[config.mk]
export PLATFORM = sky130hd
export DESIGN_NAME = fcmp_unit
export DESIGN_NICKNAME = d
export VERILOG_FILES = /design/src/rtl/fcmp_pkg.sv /design/src/rtl/fcmp_classify.sv /design/src/rtl/fcmp_order.sv /design/src/rtl/fcmp_unit.sv
export SDC_FILE = /design/constraint.sdc
export NUM_CORES = 1
export LEC_CHECK = 0
export BUFFER_PORTS_ARGS = -buffer_cell sky130_fd_sc_hd__buf_2
export CORE_UTILIZATION = 47
export CTS_CLUSTER_DIAMETER = 200
export CTS_CLUSTER_SIZE = 10
export DETAILED_ROUTE_END_ITERATION = 8
export PLACE_DENSITY = 0.92
export SLEW_MARGIN = 0
export SYNTH_ARGS = -nofsm -noshare
export SYNTH_HDL_FRONTEND = slang
export SYNTH_SLANG_ARGS = --single-unit
[constraint.sdc]
create_clock -name clk -period 1.4 [get_ports clk]
set_clock_uncertainty 0.05 [all_clocks]
set_input_delay 0.28 -clock clk [delete_from_list [all_inputs] [get_ports clk]]
set_output_delay 0.28 -clock clk [all_outputs]
set_load 0.02 [all_outputs]
[src/rtl/fcmp_pkg.sv]
package fcmp_pkg;

  // Ordering codes written into a condition-code field
  typedef enum logic [1:0] {
    CC_EQ = 2'd0,
    CC_LT = 2'd1,
    CC_GT = 2'd2,
    CC_UN = 2'd3
  } cc_e;

  // Operand class; numeric order of the three non-NaN values gives magnitude order
  typedef enum logic [1:0] {
    CLS_ZERO = 2'd0,
    CLS_FIN  = 2'd1,
    CLS_INF  = 2'd2,
    CLS_NAN  = 2'd3
  } cls_e;

endpackage

[src/rtl/fcmp_classify.sv]
module fcmp_classify
  import fcmp_pkg::*;
#(
  parameter int EXP_W  = 11,
  parameter int FRAC_W = 52,
  localparam int MAG_W = EXP_W + FRAC_W,
  localparam int OP_W  = MAG_W + 1
) (
  input  logic [OP_W-1:0]  op,
  output logic             sign,
  output cls_e             cls,
  output logic [MAG_W-1:0] mag
);

  logic [EXP_W-1:0]  expo;
  logic [FRAC_W-1:0] frac;
  logic              exp_max;
  logic              exp_min;
  logic              frac_nz;

  assign sign    = op[OP_W-1];
  assign mag     = op[MAG_W-1:0];
  assign expo    = op[MAG_W-1:FRAC_W];
  assign frac    = op[FRAC_W-1:0];
  assign exp_max = &expo;
  assign exp_min = ~|expo;
  assign frac_nz = |frac;

  always_comb begin
    if (exp_max && frac_nz)       cls = CLS_NAN;
    else if (exp_max)             cls = CLS_INF;
    else if (exp_min && !frac_nz) cls = CLS_ZERO;
    else                          cls = CLS_FIN;
  end

endmodule

[src/rtl/fcmp_order.sv]
module fcmp_order
  import fcmp_pkg::*;
#(
  parameter int MAG_W = 63
) (
  input  logic             sign_a,
  input  cls_e             cls_a,
  input  logic [MAG_W-1:0] mag_a,
  input  logic             sign_b,
  input  cls_e             cls_b,
  input  logic [MAG_W-1:0] mag_b,
  output cc_e              cc,
  output logic             any_nan
);

  logic mag_lt;
  logic mag_eq;
  logic both_zero;
  cc_e  mag_cc;

  assign any_nan   = (cls_a == CLS_NAN) || (cls_b == CLS_NAN);
  assign both_zero = (cls_a == CLS_ZERO) && (cls_b == CLS_ZERO);

  // Class rank first, then raw exponent/fraction bits within the same class
  assign mag_lt = (cls_a < cls_b) || ((cls_a == cls_b) && (mag_a < mag_b));
  assign mag_eq = (cls_a == cls_b) && (mag_a == mag_b);

  always_comb begin
    mag_cc = mag_lt ? CC_LT : CC_GT;
    if (sign_a) mag_cc = mag_lt ? CC_GT : CC_LT;
  end

  always_comb begin
    if (any_nan)              cc = CC_UN;
    else if (both_zero)       cc = CC_EQ;
    else if (sign_a != sign_b) cc = sign_a ? CC_LT : CC_GT;
    else if (mag_eq)          cc = CC_EQ;
    else                      cc = mag_cc;
  end

endmodule

[src/rtl/fcmp_unit.sv]
module fcmp_unit
  import fcmp_pkg::*;
#(
  parameter int EXP_W    = 11,
  parameter int FRAC_W   = 52,
  parameter int FSR_W    = 64,
  parameter int FIELD_N  = 4,
  parameter int FIELD_W  = 2,
  parameter int LO_POS   = 10,
  parameter int HI_BASE  = 32,
  localparam int MAG_W   = EXP_W + FRAC_W,
  localparam int OP_W    = MAG_W + 1,
  localparam int SEL_W   = $clog2(FIELD_N)
) (
  input  logic             clk,
  input  logic             rst_n,
  input  logic             cmp_valid,
  input  logic             cmp_signal,
  input  logic [SEL_W-1:0] cc_sel,
  input  logic [OP_W-1:0]  opa,
  input  logic [OP_W-1:0]  opb,
  output logic [FSR_W-1:0] fsr_q,
  output logic             invalid_q
);

  // Reset synchronizer: asserts at once, releases on the second edge
  logic rst_meta_n;
  logic rst_sync_n;

  always_ff @(posedge clk or negedge rst_n) begin
    if (!rst_n) begin
      rst_meta_n <= 1'b0;
      rst_sync_n <= 1'b0;
    end else begin
      rst_meta_n <= 1'b1;
      rst_sync_n <= rst_meta_n;
    end
  end

  // Operand classification
  logic             sign_a, sign_b;
  cls_e             cls_a, cls_b;
  logic [MAG_W-1:0] mag_a, mag_b;

  fcmp_classify #(.EXP_W(EXP_W), .FRAC_W(FRAC_W)) u_cls_a (
    .op(opa), .sign(sign_a), .cls(cls_a), .mag(mag_a)
  );

  fcmp_classify #(.EXP_W(EXP_W), .FRAC_W(FRAC_W)) u_cls_b (
    .op(opb), .sign(sign_b), .cls(cls_b), .mag(mag_b)
  );

  cc_e  cmp_cc;
  logic any_nan;

  fcmp_order #(.MAG_W(MAG_W)) u_order (
    .sign_a(sign_a), .cls_a(cls_a), .mag_a(mag_a),
    .sign_b(sign_b), .cls_b(cls_b), .mag_b(mag_b),
    .cc(cmp_cc), .any_nan(any_nan)
  );

  // Per-field masks, insert vectors and read-back views
  logic [FSR_W-1:0]   fld_mask [FIELD_N];
  logic [FSR_W-1:0]   fld_ins  [FIELD_N];
  logic [FIELD_W-1:0] fld_view [FIELD_N];

  for (genvar i = 0; i < FIELD_N; i++) begin : g_field
    localparam int POS = (i == 0) ? LO_POS : HI_BASE + (i - 1) * FIELD_W;
    assign fld_mask[i] = {{(FSR_W-FIELD_W){1'b0}}, {FIELD_W{1'b1}}} << POS;
    assign fld_ins[i]  = {{(FSR_W-FIELD_W){1'b0}}, cmp_cc} << POS;
    assign fld_view[i] = fsr_q[POS +: FIELD_W];
  end

  // Next-state logic
  logic [FSR_W-1:0] fsr_d;
  logic             inv_d;

  always_comb begin
    fsr_d = (fsr_q & ~fld_mask[cc_sel]) | fld_ins[cc_sel];
    inv_d = cmp_signal && any_nan;
  end

  // State registers with explicit enable
  always_ff @(posedge clk or negedge rst_sync_n) begin
    if (!rst_sync_n) begin
      fsr_q     <= '0;
      invalid_q <= 1'b0;
    end else if (cmp_valid) begin
      fsr_q     <= fsr_d;
      invalid_q <= inv_d;
    end
  end

  // Assertions
  AST_NAN_UNORD: assert property (@(posedge clk) disable iff (!rst_sync_n)
    (cmp_valid && ((cls_a == CLS_NAN) || (cls_b == CLS_NAN)))
      |=> (fld_view[$past(cc_sel)] == CC_UN));

  AST_INV_FLAG: assert property (@(posedge clk) disable iff (!rst_sync_n)
    cmp_valid |=> (invalid_q == $past(cmp_signal && ((cls_a == CLS_NAN) || (cls_b == CLS_NAN)))));

  AST_ZERO_EQ: assert property (@(posedge clk) disable iff (!rst_sync_n)
    (cmp_valid && (cls_a == CLS_ZERO) && (cls_b == CLS_ZERO))
      |=> (fld_view[$past(cc_sel)] == CC_EQ));

  AST_INF_EQ: assert property (@(posedge clk) disable iff (!rst_sync_n)
    (cmp_valid && (cls_a == CLS_INF) && (cls_b == CLS_INF) && (sign_a == sign_b))
      |=> (fld_view[$past(cc_sel)] == CC_EQ));

  AST_KEEP_OTHERS: assert property (@(posedge clk) disable iff (!rst_sync_n)
    cmp_valid |=> ((fsr_q & ~fld_mask[$past(cc_sel)]) == ($past(fsr_q) & ~fld_mask[$past(cc_sel)])));

  AST_IDLE_HOLD: assert property (@(posedge clk) disable iff (!rst_sync_n)
    !cmp_valid |=> ($stable(fsr_q) && $stable(invalid_q)));

endmodule

Word-level counts from Yosys, hierarchy flattened
Index checks and enable logic that the tools add are counted.
{ "totals": {"ff_bits": 67} }
{ "op_classes": {"magnitude_cmp": 3, "eq_ne": 5, "n_mux": 20, "bitwise": 4, "n_reduce_logical": 22} }
{ "op_table": {"columns": ["operator", "n"], "rows": [
  ["$bmux 64 s2", 2],
  ["$mux 64", 4],
  ["$reduce_or 52->1", 2],
  ["$and 64x64->64", 1],
  ["$not 64->64", 1],
  ["$or 64x64->64", 1],
  ["$eq 63x63->1", 1],
  ["$lt 63x63->1", 1],
  ["$mux 2", 12],
  ["$reduce_and 11->1", 2],
  ["$reduce_or 11->1", 2],
  ["$logic_and 1x1->1", 8],
  ["$eq 2x2->1 const B", 2],
  ["$logic_not 1->1", 4],
  ["$logic_not 2->1", 2],
  ["$ge 3x3->1 const B", 1],
  ["$not 2->3", 1],
  ["$eq 2x2->1", 1],
  ["$logic_or 1x1->1", 2],
  ["$lt 2x2->1", 1],
  ["$mux 1", 2],
  ["$ne 1x1->1", 1]
]} }

Logic depth before layout (Yosys ltp)
Gate-level depths: netlist of the first run.
{ "depth": {"word_depth": 19, "depth_mapped": 12, "ltp_nobuf": 12} }

Modules after synthesis
Synthesis of the first run repeated with hierarchy kept, for this count alone.
{ "hier_totals": {"hier_cells": 518, "hier_area_um2": 3956.3} }
{ "by_module_without_submodules": {"columns": ["module", "instances", "cells_each", "area_each_um2", "seq_area_each_um2"], "rows": [
  ["fcmp_order", 1, 252, 1820.5, 0.0],
  ["fcmp_classify", 2, 91, 648.1, 0.0],
  ["fcmp_unit", 1, 84, 839.6, 275.3]
]} }

Worst setup path before layout of the first run
OpenSTA, ideal clock, no wires.
{ "synth_timing": {"path_kind": "in2reg", "startpoint": "input port opb[5]", "endpoint": "register fsr_q[10]", "setup_time_ns": 0.147, "arrival_ns": 2.403, "t_required_ns": 1.203, "slack_ns": -1.200, "path_stages": 12, "path_buffers": 0, "path_cell_list": "nor4_1 -> nand4_1 -> nor4_2 -> or2b_1 -> ha_1 -> nand2_1 -> nor3_1 -> nand3_1 -> o31ai_2 -> a211oi_2 -> nor2_1 -> a31oi_1"} }
{ "synth_between": {"elab_chain_len": 19, "word_cells_on_any_way": 29, "classes_between": "order compare: 2; eq/ne: 3; mux: 13; bitwise: 1; reduce/logical: 10"} }
{ "synth_rtl": {"columns": ["item", "line_no", "rtl"], "rows": [
  ["from (decl)", "fcmp_unit.sv:21", "input logic [OP_W-1:0] opb,"],
  ["branches (longest 14 deep; another with $lt 63x63->1)", null, null],
  ["$mux 2 *", "fcmp_order.sv:34", "if (any_nan) cc = CC_UN;"],
  ["$bmux 64 s2 *", "fcmp_unit.sv:79", "fsr_d = (fsr_q & ~fld_mask[cc_sel]) | fld_ins[cc_sel];"],
  ["$mux 64 (not written as such) * (2 in a row)", "fcmp_unit.sv:79", null],
  ["$or 64x64->64 *", "fcmp_unit.sv:79", null],
  ["to (signal assigned)", "fcmp_unit.sv:89", "fsr_q <= fsr_d;"],
  ["to (decl)", "fcmp_unit.sv:22", "output logic [FSR_W-1:0] fsr_q,"]
]} }
Mark *: on every way between the ends. The select of a mux whose other input is x is not followed.
A chain may end at the register's enable or synchronous reset.

Final worst setup path of the first run
{ "layout_timing": {"startpoint": "input port opb[25]", "endpoint": "register fsr_q[33]"} }
The elaborated chain is that of the path after synthesis.

==> results.ini, run 1 <==
[critical_path]
startpoint_type = input port
cp.required_ps = 1460
cp_max_fo = 4
crit_path_frequent_cell = nor4_2
slowest_delay_ps = 330
arrival_ps = 2820
worstPathCellList = buf_2 > nor4_2 > nand4_1 > nor4_2 > or2b_1 > ha_4 > nand2_4 > nor3_4 > nand3_2 > o31ai_4 > a211oi_2 > nor2_1 > a31oi_2
crit_path_top_delay_cell = nor4_2
end_kind = flop
worstSetupPathType = input port to flop

[finish]
drive_above_1_share_pct = 43.7
antennaDiodeCount = 0
postLayoutCellArea_sq_um = 4760
fillCellCount = 396
post-route-util_pct = 78.6
syn2layout_area_growth_pct = 57.4
nets = 859

[global_route]
top_usage_layer = met2
grt_use_total_pct = 29.9
met2_usage_pct = 60.0
gr-total-overflow = 0
grt_pass1_wl_um = 15600
grt_antenna_before_repair = 0
grt_util_met3_pct = 4.18
grt_pass1_vias = 3688
grt_max_degree = 10
met1_usage_pct = 30.2

[timing]
slew_viol_final = 0
whs_ps = 95.8
rsz0062_at_grt = true
setup_ws_ps = -1360
fin_crit_ps = 2760
setup_violations = 9
hold_violations = 0
period_share_pct = 197
fin_setup_tns_ps = -10980
clock.fmax_mhz = 362

[synth]
syn-mean-instance-area_sq_um = 7.36
synth-edff-count = 0
synth-seq-cells = 11
synth.yosys.seq_area_share_pct = 9.09
synthArstFlopShare_pct = 100
yosys_warnings = 0
ys.flop_type = dfrtp_1
synth_cells = 411
synth_area_sq_um = 3030
synth.distinct_cells = 44

[cts]
cts_buffers = 3
htreeDepth = 1
cts_tree = yes
cts_buffer_depth = 2
insertion_delay_ps = 230
cts_sinks = 11
cts.root.buffer_cell = clkbuf_8
clk_pin_slew_ps = 50

[floorplan]
coreArea_sq_um = 6060
die_w_um = 82.2
num_rows = 28
dieHeight_um = 82.2
start_util_pct = 49.9
die_area_sq_um = 6760
num_io_pins = 199

[place]
place_ws_ps = -1660
dp_hpwl_um = 8920
portBuffers = 142
place.gp.congestion = 0.913
placed_area_sq_um = 4460

[routing]
vias_per_cell = 5.26
wirelength_um = 10700
drtIter0Drc = 153
drtAntennaViolNets = 0
drc = 0
drt_first_pass_iters = 4
vias = 3860
wl_per_cell_um = 14.6

[power]
power.share.clock_pct = 15.2
pwr-share-comb_pct = 65.7
seq_power_share_pct = 19.1
internal-power_mw = 1.18
sw_frac_of_total_pct = 43.2
p_leak_nw = 2.70
p_per_area_nw_per_um2 = 436
vdd_ir_drop_max_v = 0.000533
p_switching_mw = 0.898

[run]
maxCapViolations = 0

[run_status]
status = finished with violations
violations = setup timing

[min_path]
hp-class = flop to asynchronous set/reset pin

kinds of logic (layout without fill, tap and decap cells):
kind of cell    after synthesis  after routing  share of synthesized area (%)
simple gates                136            136                           25.2
other cells                   2             57                          0.248
compound gates               68             68                           15.4
fa+ha+maj                    65             65                           26.9
flops                        11             11                           9.09
buf+inv                     129            322                           23.2
per-stage QoR:
step,total power [mW],std cells
2_1_floorplan,1.14,466
3_3_place_gp,1.61,730
3_5_place_dp,1.67,730
4_1_cts,2.01,734
5_1_grt,2.24,734
6_report,2.08,734
worst max-delay path: cells and delay by family:
| kind | cells | cell delay (ps) |
|---|---|---|
| AND/OR/NAND/NOR | 8 | 1600 |
| buffers and inverters | 1 | 120 |
| adder cells (fa/ha/maj) | 1 | 280 |
| AO/OA/AOI/OAI | 3 | 520 |
metal layers:
metal | up-vias | routed length [um]
met5 | - | 0
met4 | 0 | 427
met3 | 50 | 651
met2 | 205 | 5680
met1 | 1742 | 3980
li1 | 1863 | -
sequential cells by signal, summed over array words and instances (netlist names):
signal,cells
fsr_q,8
invalid_q,1
rst_meta_n,1
rst_sync_n,1
power groups by stage:
stage          registers [mW]  logic [mW]  clock network [mW]
2_1_floorplan           0.457       0.678                   0
3_3_place_gp            0.400        1.21                   0
3_5_place_dp            0.402        1.27                   0
4_1_cts                 0.397        1.30               0.318
5_1_grt                 0.403        1.50               0.339
6_report                0.397        1.37               0.316
area by class of cell:
cell class	instances	area (sq um)	share of cell area, %
flip-flops and latches	11	275	5.78
well taps	75	93.8	1.97
multi-input cells	326	2540	53.3
clock buffers	4	45.0	0.946
repair buffers	246	1540	32.3
inverters	72	270	5.67
layout by cell type, fill, tap and decap left out, types with 3 or more instances in the layout:
cell,n
nor4_4,12
a21oi_1,20
dfrtp_1,11
conb_1,57
buf_2,135
buf_6,7
buf_4,103
o31ai_1,3
nor2_1,27
ha_1,64
nand3_1,7
a21o_1,11
o21ai_0,4
nor3_1,6
nor4_2,9
clkbuf_8,3
nand2_1,21
a31oi_1,8
inv_1,72
nor4_1,15
nand4_1,22
path summary, 6_finish.rpt:
path	to	cells past startpoint	slack, ps	start
max	fsr_q[33]	13	-1360	opb[25]
min	fsr_q[33]	0	100	rst_sync_n
max reg2reg	fsr_q[33]	2	650	fsr_q[33]
min reg2reg	fsr_q[33]	0	100	rst_sync_n
max in group asynchronous	rst_meta_n	2	890	rst_n
min in group clk	invalid_q	2	260	cmp_valid
cells in the mapped netlist (7+ instances only):
master	n	area, sq um
inv_1	72	270
ha_1	65	813
buf_4	56	420
nor4_1	31	194
nor2_1	27	101
nand2_1	22	82.6
nand4_1	22	138
a21oi_1	21	105
a21o_1	11	82.6
dfrtp_1	11	275
a31oi_1	9	56.3
nand3_1	9	45.0
nor3_1	7	35.0
what timing repair did:
action | 4_1_cts | 5_1_grt
resized for setup | 16 | 30
pin swaps | 7 | 13
setup endpoints to repair | 9 | 9
hold buffers | 1 | 0
hold endpoints to repair | 2 | 0
buffers inserted | 0 | 0
(Power assumes the default switching activity.)
==> inputs of run 2 (changes only) <==
--- a/config.mk
+++ b/config.mk
@@ -11,6 +11,7 @@
 export CTS_CLUSTER_SIZE = 10
 export DETAILED_ROUTE_END_ITERATION = 8
 export PLACE_DENSITY = 0.92
+export SKIP_CTS_REPAIR_TIMING = 1
 export SLEW_MARGIN = 0
 export SYNTH_ARGS = -nofsm -noshare
 export SYNTH_HDL_FRONTEND = slang
==> run 2 against run 1 <==
  * The run still ends with setup timing left
  * Flip-flop and latch count is the same
  * Non-clock buffer count grew 2
  * Fmax grew 0.23%
==> results.ini, run 2 (synthesized netlist as in run 1, its figures left out) <==
[timing]
hold_violations = 0  ; unchanged
rsz0062_at_grt = true  ; unchanged
fin_setup_tns_ps = -10800  ; was -10980 ps
slew_viol_final = 0  ; unchanged
setup_violations = 9  ; unchanged
fin_crit_ps = 2760  ; about the same
setup_ws_ps = -1360  ; about the same
period_share_pct = 197  ; about the same
clock.fmax_mhz = 363  ; was 362 MHz

[finish]
antennaDiodeCount = 0  ; unchanged
regMostFlops = fsr_q  ; unchanged
postLayoutCellArea_sq_um = 4780  ; was 4760 sq um
nets = 861  ; was 859
drive_above_1_share_pct = 43.9  ; was 43.7%
syn2layout_area_growth_pct = 57.9  ; was 57.4%
final_common_cell = buf_2  ; unchanged
layout.cells.non_filler = 736  ; was 734
final_cell_mix = buf_2, buf_4, inv_1  ; unchanged
largest_reg_flops = 8  ; unchanged

[routing]
wl_per_cell_um = 14.5  ; was 14.6 um
wirelength_um = 10700  ; about the same
drc = 0  ; unchanged
drtAntennaViolNets = 0  ; unchanged
vias = 3840  ; was 3860
drt_first_pass_iters = 5  ; was 4
drtIter0Drc = 152  ; was 153
vias_per_cell = 5.22  ; was 5.26

[critical_path]
crit_path_top_delay_cell = nor4_2  ; unchanged
startpoint_type = input port  ; unchanged
worstSetupPathType = input port to flop  ; unchanged
worstPathCellList = buf_2 > nor4_2 > nand4_1 > nor4_4 > or2b_1 > ha_1 > nand2_2 > nor3_2 > nand3_2 > o31ai_4 > buf_4 > a211oi_4 > nor2_1 > a31oi_1  ; was buf_2 > nor4_2 > nand4_1 > nor4_2 > or2b_1 > ha_4 > nand2_4 > nor3_4 > nand3_2 > o31ai_4 > a211oi_2 > nor2_1 > a31oi_2
slowest_delay_ps = 340  ; was 330 ps
cp_max_fo = 4  ; unchanged
cp.required_ps = 1460  ; about the same
crit_family = simple AND/OR/NAND/NOR gates  ; unchanged
arrival_ps = 2820  ; about the same
end_kind = flop  ; unchanged
crit_buf_inv = 2  ; was 1

[place]
place.gp.congestion = 0.913  ; unchanged
dp.cells = 730  ; unchanged
dp_hpwl_um = 8920  ; unchanged
portBuffers = 142  ; unchanged
place_ws_ps = -1660  ; unchanged
placed_area_sq_um = 4460  ; unchanged

[floorplan]
num_rows = 28  ; unchanged
start_util_pct = 49.9  ; unchanged
num_io_pins = 199  ; unchanged
die_w_um = 82.2  ; unchanged
coreArea_sq_um = 6060  ; unchanged
dieHeight_um = 82.2  ; unchanged
die_area_sq_um = 6760  ; unchanged

[global_route]
met1_usage_pct = 29.1  ; was 30.2%
grt_pass1_wl_um = 15000  ; was 15600 um
grt_antenna_before_repair = 0  ; unchanged
grt_use_total_pct = 28.7  ; was 29.9%
grt_util_met3_pct = 4.40  ; was 4.18%
gr-total-overflow = 0  ; unchanged
met2_usage_pct = 57.4  ; was 60.0%
top_usage_layer = met2  ; unchanged
grt_max_degree = 10  ; unchanged
grt_pass1_vias = 3612  ; was 3688

[power]
vdd_ir_drop_max_v = 0.000509  ; was 0.000533 V
p_per_area_nw_per_um2 = 435  ; was 436 nW/um^2
power_mw = 2.08  ; about the same
p_leak_nw = 2.73  ; was 2.70 nW

[run]
maxCapViolations = 0  ; unchanged

[min_path]
hp-class = flop to asynchronous set/reset pin  ; unchanged

[cts]
cts_buffers = 3  ; unchanged
clk_pin_slew_ps = 50  ; about the same
cts.root.buffer_cell = clkbuf_8  ; unchanged
cts_sinks = 11  ; unchanged
htreeDepth = 1  ; unchanged
insertion_delay_ps = 240  ; was 230 ps
cts_tree = yes  ; unchanged
cts_buffer_depth = 2  ; unchanged

[run_status]
violations = setup timing  ; unchanged
status = finished with violations  ; unchanged

## run 2: changes by cell type in the layout (fill, tap and decap cells not counted), sizes merged
cell	before	now
buf	245	247
## run 2: metrics by stage
stage | util (%) | hold slack, ps
floorplan | - | -65.6
finish | 78.8 | 96.9
CTS | 74.3 | -233
global route | 78.8 | 138
global placement | 73.6 | 15.8
detailed placement | 73.6 | 16.8
## run 2: worst reg2reg max path, stage by stage, from the launching register on
cell and delay [ps]:
dfrtp_1 380, nor2_1 140, a31oi_2 50
## run 2: layout make-up
type,instances,area (sq um)
repair buffers,248,1560
clock buffers,4,45.0
multi-input cells,326,2530
flip-flops and latches,11,275
fillers,401,1280
well taps,75,93.8
inverters,72,270
## run 2: path summary, 6_finish.rpt
| check | slack (ps) | depth (start not counted) | endpoint | from |
|---|---|---|---|---|
| setup / recovery | -1360 | 14 | fsr_q[34] | opb[25] |
| hold / removal | 100 | 0 | fsr_q[33] | rst_sync_n |
| setup reg to reg | 650 | 2 | fsr_q[33] | fsr_q[33] |
| hold reg to reg | 100 | 0 | fsr_q[33] | rst_sync_n |
| max in group asynchronous | 890 | 2 | rst_meta_n | rst_n |
| min in group clk | 260 | 2 | invalid_q | cmp_valid |
## run 2: metal layers
metal	vias to the layer above	wire (um)
met5	-	0
met4	0	308
met3	41	715
met2	229	5680
met1	1711	3990
li1	1859	-
## run 2: power by group
part	switching, mW	total [mW]	internal (mW)	leakage [nW]
registers	0.0290	0.396	0.367	0.124
clock network	0.115	0.314	0.200	0.0228
logic	0.750	1.37	0.617	2.58
==> inputs of run 3 (changes only) <==
--- a/config.mk
+++ b/config.mk
@@ -16,3 +16,4 @@
 export SYNTH_ARGS = -nofsm -noshare
 export SYNTH_HDL_FRONTEND = slang
 export SYNTH_SLANG_ARGS = --single-unit
+export TNS_END_PERCENT = 5
==> run 3 against run 2 <==
  * The flow still finishes with violations (setup timing)
  * Sequential power up 1%
  * Die area unchanged
  * First-iteration DRC count down 22%
  * Combinational power down 4%
  * Global-route usage up 0.30 points
  * Utilization down 3.0 points
  * Critical path depth unchanged
  * Fmax down 4.4%
  * Largest power group unchanged
  * Final area down 3.7%
  * Clock power about the same
==> results.ini, run 3 (synthesized netlist as in run 1, its figures left out) <==
[run_status]
status = finished with violations  ; unchanged
violations = setup timing  ; unchanged

[timing]
setup_violations = 9  ; unchanged
fin_setup_tns_ps = -11750  ; was -10800 ps
setup_ws_ps = -1480  ; was -1360 ps
fin_crit_ps = 2880  ; was 2760 ps
rsz0062_at_grt = true  ; unchanged
hold_violations = 0  ; unchanged
period_share_pct = 206  ; was 197%
clock.fmax_mhz = 347  ; was 363 MHz
slew_viol_final = 0  ; unchanged

[floorplan]
coreArea_sq_um = 6060  ; unchanged
num_rows = 28  ; unchanged
die_area_sq_um = 6760  ; unchanged
dieHeight_um = 82.2  ; unchanged
die_w_um = 82.2  ; unchanged
num_io_pins = 199  ; unchanged
start_util_pct = 49.9  ; unchanged

[place]
portBuffers = 142  ; unchanged
place.gp.congestion = 0.980  ; was 0.913
placed_area_sq_um = 4420  ; was 4460 sq um
dp.cells = 730  ; unchanged
place_ws_ps = -1640  ; was -1660 ps
dp_hpwl_um = 8940  ; was 8920 um

[cts]
clk_pin_slew_ps = 50  ; about the same
htreeDepth = 1  ; unchanged
cts.root.buffer_cell = clkbuf_8  ; unchanged
cts_buffers = 3  ; unchanged
cts_buffer_depth = 2  ; unchanged
cts_tree = yes  ; unchanged
cts_sinks = 11  ; unchanged
insertion_delay_ps = 240  ; about the same

[finish]
drive_above_1_share_pct = 42.0  ; was 43.9%
regMostFlops = fsr_q  ; unchanged
fillCellCount = 431  ; was 401
syn2layout_area_growth_pct = 52.0  ; was 57.9%
postLayoutCellArea_sq_um = 4600  ; was 4780 sq um
largest_reg_flops = 8  ; unchanged
layout.cells.non_filler = 735  ; was 736
final_common_cell = buf_2  ; unchanged
antennaDiodeCount = 0  ; unchanged
nets = 860  ; was 861
final_cell_mix = buf_2, buf_4, inv_1  ; unchanged

[critical_path]
reg2reg_depth = 2  ; unchanged
r2r_setup_slack_ps = 650  ; about the same
worstPathCellList = buf_2 > nor4_2 > nand3_1 > nor4_2 > or2b_1 > ha_1 > nand2_2 > nor3_2 > nand3_2 > nor3_4 > nor4_1 > o31ai_1 > buf_4 > a31oi_1  ; was buf_2 > nor4_2 > nand4_1 > nor4_4 > or2b_1 > ha_1 > nand2_2 > nor3_2 > nand3_2 > o31ai_4 > buf_4 > a211oi_4 > nor2_1 > a31oi_1
slowest_delay_ps = 360  ; was 340 ps
cp.required_ps = 1460  ; about the same
crit_path_frequent_cell = nor4_2
end_kind = flop  ; unchanged
r2r_start = fsr_q[34]  ; was fsr_q[33]
worstSetupPathType = input port to flop  ; unchanged
crit_path_top_delay_cell = nor4_2  ; unchanged
r2r-end = fsr_q[34]  ; was fsr_q[33]
crit_buf_inv = 2  ; unchanged
cp_max_fo = 4  ; unchanged
crit_family = simple AND/OR/NAND/NOR gates  ; unchanged
startpoint_type = input port  ; unchanged
arrival_ps = 2940  ; was 2820 ps

[routing]
wl_per_cell_um = 13.5  ; was 14.5 um
drtIter0Drc = 119  ; was 152
vias_per_cell = 5.19  ; was 5.22
drtAntennaViolNets = 0  ; unchanged
wirelength_um = 9950  ; was 10700 um
drt_first_pass_iters = 4  ; was 5
drc = 0  ; unchanged
vias = 3817  ; was 3840

[global_route]
grt_pass1_wl_um = 15200  ; was 15000 um
grt_antenna_before_repair = 0  ; unchanged
gr-total-overflow = 0  ; unchanged
grt_pass1_vias = 3796  ; was 3612
grt_use_total_pct = 29.0  ; was 28.7%
grt_max_degree = 10  ; unchanged

[power]
p_leak_nw = 2.68  ; was 2.73 nW
power_mw = 2.02  ; was 2.08 mW
vdd_ir_drop_max_v = 0.000497  ; was 0.000509 V
p_per_area_nw_per_um2 = 439  ; was 435 nW/um^2

[min_path]
hp-class = flop to asynchronous set/reset pin  ; unchanged

[run]
maxCapViolations = 0  ; unchanged

[run 3: worst max path at each step]
stage,slack (ps),cells after the start,to,from
5_1_grt,-1640,15,fsr_q[34],opb[46]
6_report,-1480,14,fsr_q[34],opb[15]
4_1_cts,-1400,14,fsr_q[34],opb[37]
2_1_floorplan,-1150,12,fsr_q[10],opb[12]
3_3_place_gp,-1570,14,fsr_q[11],opb[37]
3_5_place_dp,-1640,14,fsr_q[34],opb[37]
[run 3: metrics by stage]
| step | hold slack, ps | utilization [%] |
|---|---|---|
| global placement | 16.2 | 73.0 |
| global route | 133 | 75.9 |
| CTS | -234 | 73.7 |
| detailed placement | 17.0 | 73.0 |
| finish | 104 | 75.9 |
| floorplan | -65.6 | - |
[run 3: metal layers]
metal | wire (um) | GRT usage [%]
met4 | 281 | 12.6
met5 | 0 | 0
met2 | 5350 | 58.0
met3 | 501 | 3.30
met1 | 3810 | 29.8
[run 3: layout make-up]
class	count	area, sq um	area share, %
clock buffers	4	45.0	0.979
inverters	72	270	5.88
multi-input cells	326	2390	52.0
flip-flops and latches	11	275	5.98
well taps	75	93.8	2.04
repair buffers	247	1520	33.1
[run 3: worst reg2reg max path, stage by stage (launching register included)]
cell and delay [ps]:
dfrtp_1 380, nor2_1 120, a31oi_1 60
[run 3: where the power goes]
group          leakage [nW]  switching, mW  internal (mW)
combinational          2.53          0.707          0.598
clock                0.0228          0.113          0.199
sequential            0.124         0.0320          0.368
total                  2.68          0.852           1.17
